### src/rtl/cfg_route_cell.sv
module cfg_route_cell #(
  parameter int CFG_W = 28
) (
  input  logic             clk,
  input  logic             rst,
  input  logic             sin,
  input  logic             sstb,
  output logic             n_dat,
  output logic             n_stb,
  output logic             e_dat,
  output logic             e_stb,
  output logic             s_dat,
  output logic             s_stb,
  output logic             w_dat,
  output logic             w_stb,
  output logic [CFG_W-1:0] cfg,
  output logic             filled,
  output logic             done
);
  localparam int HW = 4;
  localparam int HCW = $clog2(HW + 1);
  localparam int CW = $clog2(CFG_W + 1);

  logic [HCW-1:0] hcnt;
  logic [HW-1:0]  hdr;
  logic [CW-1:0]  pcnt;
  logic           fstb, fdat;
  logic [3:0]     hot;

  wire hdr_ok = (hcnt == HCW'(HW));
  wire sel    = hdr[3];
  wire lst    = hdr[2];
  wire take   = sstb && hdr_ok && sel && !filled;
  wire pass   = sstb && hdr_ok && !done && (!sel || filled);

  always_ff @(posedge clk) begin
    if (rst) begin
      hcnt   <= '0;
      hdr    <= '0;
      pcnt   <= '0;
      cfg    <= '0;
      filled <= 1'b0;
      done   <= 1'b0;
      fstb   <= 1'b0;
      fdat   <= 1'b0;
    end else begin
      if (sstb && !hdr_ok) begin
        hdr  <= {hdr[HW-2:0], sin};
        hcnt <= hcnt + HCW'(1);
      end
      if (take) begin
        cfg  <= {cfg[CFG_W-2:0], sin};
        pcnt <= pcnt + CW'(1);
        if (pcnt == CW'(CFG_W - 1)) begin
          filled <= 1'b1;
          done   <= lst;
        end
      end
      fstb <= pass;
      fdat <= pass & sin;
    end
  end

  assign hot   = 4'b0001 << hdr[1:0];
  assign n_stb = fstb & hot[0];
  assign e_stb = fstb & hot[1];
  assign s_stb = fstb & hot[2];
  assign w_stb = fstb & hot[3];
  assign n_dat = fdat & hot[0];
  assign e_dat = fdat & hot[1];
  assign s_dat = fdat & hot[2];
  assign w_dat = fdat & hot[3];
endmodule

### config.mk
export PLATFORM = sky130hd
export DESIGN_NAME = cfg_route_cell
export DESIGN_NICKNAME = d
export VERILOG_FILES = /design/src/rtl/cfg_route_cell.sv
export SDC_FILE = /design/constraint.sdc
export NUM_CORES = 1
export LEC_CHECK = 0
export ABC_AREA = 1
export BUFFER_PORTS_ARGS = -buffer_cell sky130_fd_sc_hd__buf_4
export CAP_MARGIN = 20
export CORE_MARGIN = 2
export CORE_UTILIZATION = 45
export CTS_CLUSTER_SIZE = 20
export DETAILED_ROUTE_END_ITERATION = 12
export PLACE_DENSITY = 0.74
export SLEW_MARGIN = 20
export SYNTH_ARGS = -nofsm -noshare
export SYNTH_HDL_FRONTEND = slang
export SYNTH_SLANG_ARGS = --single-unit
### constraint.sdc
create_clock -name clk -period 2.63 [get_ports clk]
set_clock_uncertainty 0.05 [all_clocks]
set_input_delay 0.1315 -clock clk [delete_from_list [all_inputs] [get_ports clk]]
set_output_delay 0.1315 -clock clk [all_outputs]
set_load 0.05 [all_outputs]
==> impl_metrics.yaml <==
status:
  status: "finished, final reports clean"
clock_tree:
  numCtsBuffers: 5
  cts_repair_resize_count: 0
  post-cts-setup-buffer-count: 0
  hold_buffers: 1
  cts_tree: "done"
  insertion_delay_ns: 0.30
  cts_sinks: 44
  cts_htree_levels: 2
  max-clock-path-buffers: 2
  root_buffer: "clkbuf_8"
  cts.clk_slew.worst_paths_ns: 0.08
power_and_ir_drop:
  p_leak_nw: 1.036
  p_per_area_mw_per_mm2: 549.5
  max-vdd-ir-drop_uv: 299.6
  power_mw: 1.177
global_route:
  grt_pass1_vias: 1356
  antenna_found_initial: 0
  grt_pass1_wl_um: 5899
  grt_max_degree: 36
  gr-usage-all-layers: 0.1748
  grt.overflow.total: 0
routing:
  dr_wl_met3_um: 137
  wl_met1_um: 1674
  met2_length_um: 1529
  wl_per_cell_um: 10.82
  dr.pass1.iters: 4
  drc: 0
  drtAntennaViolNets: 0
  drt_wl_total_um: 3398
  avgViaCountPerCell: 4.688
  via_count: 1472
  drtIter0Drc: 77
  highest_layer: "met4"
worst_setup_path:
  startpoint: "hcnt[0]"
  r2r_slack_ns: 0.94
  worstReg2RegEnd: "pcnt[3]"
  required_ns: 2.77
  cp_max_fo: 35
  worst-r2r-cell-count: 7
  r2r-start: "hcnt[0]"
  critPathLaunchType: "flip-flop"
  endpoint: "pcnt[3]"
  cp-end-kind: "flip-flop"
  worstPathArrival_ns: 1.83
  critical_path_class: "flip-flop to flip-flop"
yosys:
  seq_area_frac_synth: 0.5087
  yosys.area_share.simple: 0.2529
  ys_ff_latch: 44
  syn-num-nets: 233
  synth.distinct_cells: 21
  avgSynthCellArea_um2: 7.662
  synth_compound_area_frac: 0.1351
  synth_fa_ha_area_frac: 0.02168
  synth_xor_area_frac: 0.005058
  ys.warnings.count: 0
  syn_area_mm2: 0.001732
  synth_top_family_by_area: "simple AND/OR/NAND/NOR gates"
  syn_inst: 226
  yosys-mux-area-fraction: 0
placement:
  dp_hpwl_um: 2200
  portBuffers: 41
  place_congestion: 0.6976
timing:
  slew_headroom: 0.5547
  post-route-min-period_ns: 1.691
  max_freq_mhz: 591.5
  worstMarginPinSlew_ns: 0.6664
  setup_viol: 0
  fin_setup_tns_ns: 0
  holdWs_ns: 0.02672
  rsz0062_at_grt: "no"
  finalCritPeriodShare: 0.6428
  hold_viol: 0
  finalMaxSlewViolations: 0
min_path:
  hp-class: "input port to flip-flop"
  worstHoldStart: "sin"
die:
  rows: 22
  die_area_mm2: 0.004361
  fp.coreArea_mm2: 0.003689
  start_util: 0.4695
  num_io_pins: 42
  die_y_um: 66.04
  die_w_um: 66.04
finish:
  n_antenna_cell: 0
  fillers: 350
  final_common_cell: "nor2_1"
  nets: 272
  layout_common_cells: "nor2_1 (69), dfxtp_1 (44), buf_4 (42)"
  area_growth_pct: 23.70
  drive_gt1_frac: 0.2068
flow_run:
  drv_cap: 0
-- synthesized netlist by cell type --
| cell type | number | area, um^2 |
|---|---|---|
| nand4_1 | 2 | 12.51 |
| xor2_1 | 1 | 8.760 |
| nor3b_1 | 1 | 7.510 |
| o21ai_0 | 26 | 130.1 |
| a21oi_1 | 10 | 50.05 |
| nor2_1 | 69 | 259.0 |
| buf_2 | 6 | 30.03 |
| clkbuf_1 | 1 | 3.750 |
| nor2_4 | 1 | 11.26 |
| nand2_2 | 2 | 12.51 |
| nand2_1 | 16 | 60.06 |
| ha_1 | 3 | 37.54 |
| a21oi_2 | 1 | 8.760 |
| nand3_2 | 1 | 10.01 |
| nor3_1 | 8 | 40.04 |
| buf_6 | 3 | 33.78 |
| dfxtp_1 | 44 | 880.8 |
| nand3_1 | 5 | 25.02 |
| inv_1 | 16 | 60.06 |
| o21ai_1 | 9 | 45.04 |
| clkbuf_2 | 1 | 5.000 |
-- per-layer routing --
metal | up-vias | global-route usage
met5 | - | 0
met2 | 22 | 0.2753
met1 | 643 | 0.2260
met4 | 0 | 0.07653
met3 | 5 | 0.04429
li1 | 802 | -
-- where the power goes --
part / internal [mW] / total (mW) / switching, mW
Combinational: 0.0172 / 0.0523 / 0.0351
Sequential: 0.675 / 0.682 / 0.00711
Clock: 0.212 / 0.443 / 0.230
-- metrics by stage --
stage	instances	setup slack [ns]	area, um^2	util
5_1_grt	314	0.7094	2142	0.5807
4_1_cts	314	0.9373	2142	0.5807
3_5_place_dp	305	0.9425	2034	0.5516
3_3_place_gp	305	1.010	2034	0.5516
2_1_floorplan	226	0.8738	1732	-
6_report	314	0.9394	2142	0.5807
-- area by class of cell --
class / instances / area (um^2) / share of cell area
Sequential cell: 44 / 880.8 / 0.4112
Multi-Input combinational cell: 155 / 718.2 / 0.3353
Timing Repair Buffer: 43 / 325.3 / 0.1519
Clock buffer: 6 / 82.58 / 0.03855
Inverter: 16 / 60.06 / 0.02804
Tap cell: 48 / 60.06 / 0.02804
Clock inverter: 2 / 15.01 / 0.007009
-- state kept, by name, indices dropped and copies added, names as in the netlist --
signal	cells
fdat	1
done	1
hcnt	3
hdr	4
filled	1
pcnt	5
fstb	1
cfg	28
-- worst min path at each step --
stage	endpoint	slack, ns	cells past startpoint
6_report	cfg[0]	0.03	3
2_1_floorplan	pcnt[0]	0.14	1
5_1_grt	cfg[0]	0.05	3
3_5_place_dp	pcnt[0]	0.31	2
4_1_cts	cfg[0]	0.02	3
3_3_place_gp	pcnt[0]	0.31	2
-- cell families (layout without fill, tap and decap cells) --
kind of cell | Yosys count | in the layout
simple gates | 105 | 105
compound gates | 46 | 46
flops | 44 | 44
buf+inv | 27 | 67
fa+ha+maj | 3 | 3
xor+xnor | 1 | 1
-- worst max-delay path, cell delays in order, from the launching register on --
cell and delay, ns:
dfxtp_1 0.32, inv_1 0.09, ha_1 0.18, nand3_2 0.11, nor2_4 0.53, nand3_1 0.16
nand2_1 0.10, nor2_1 0.05
(Power assumes the default switching activity.)
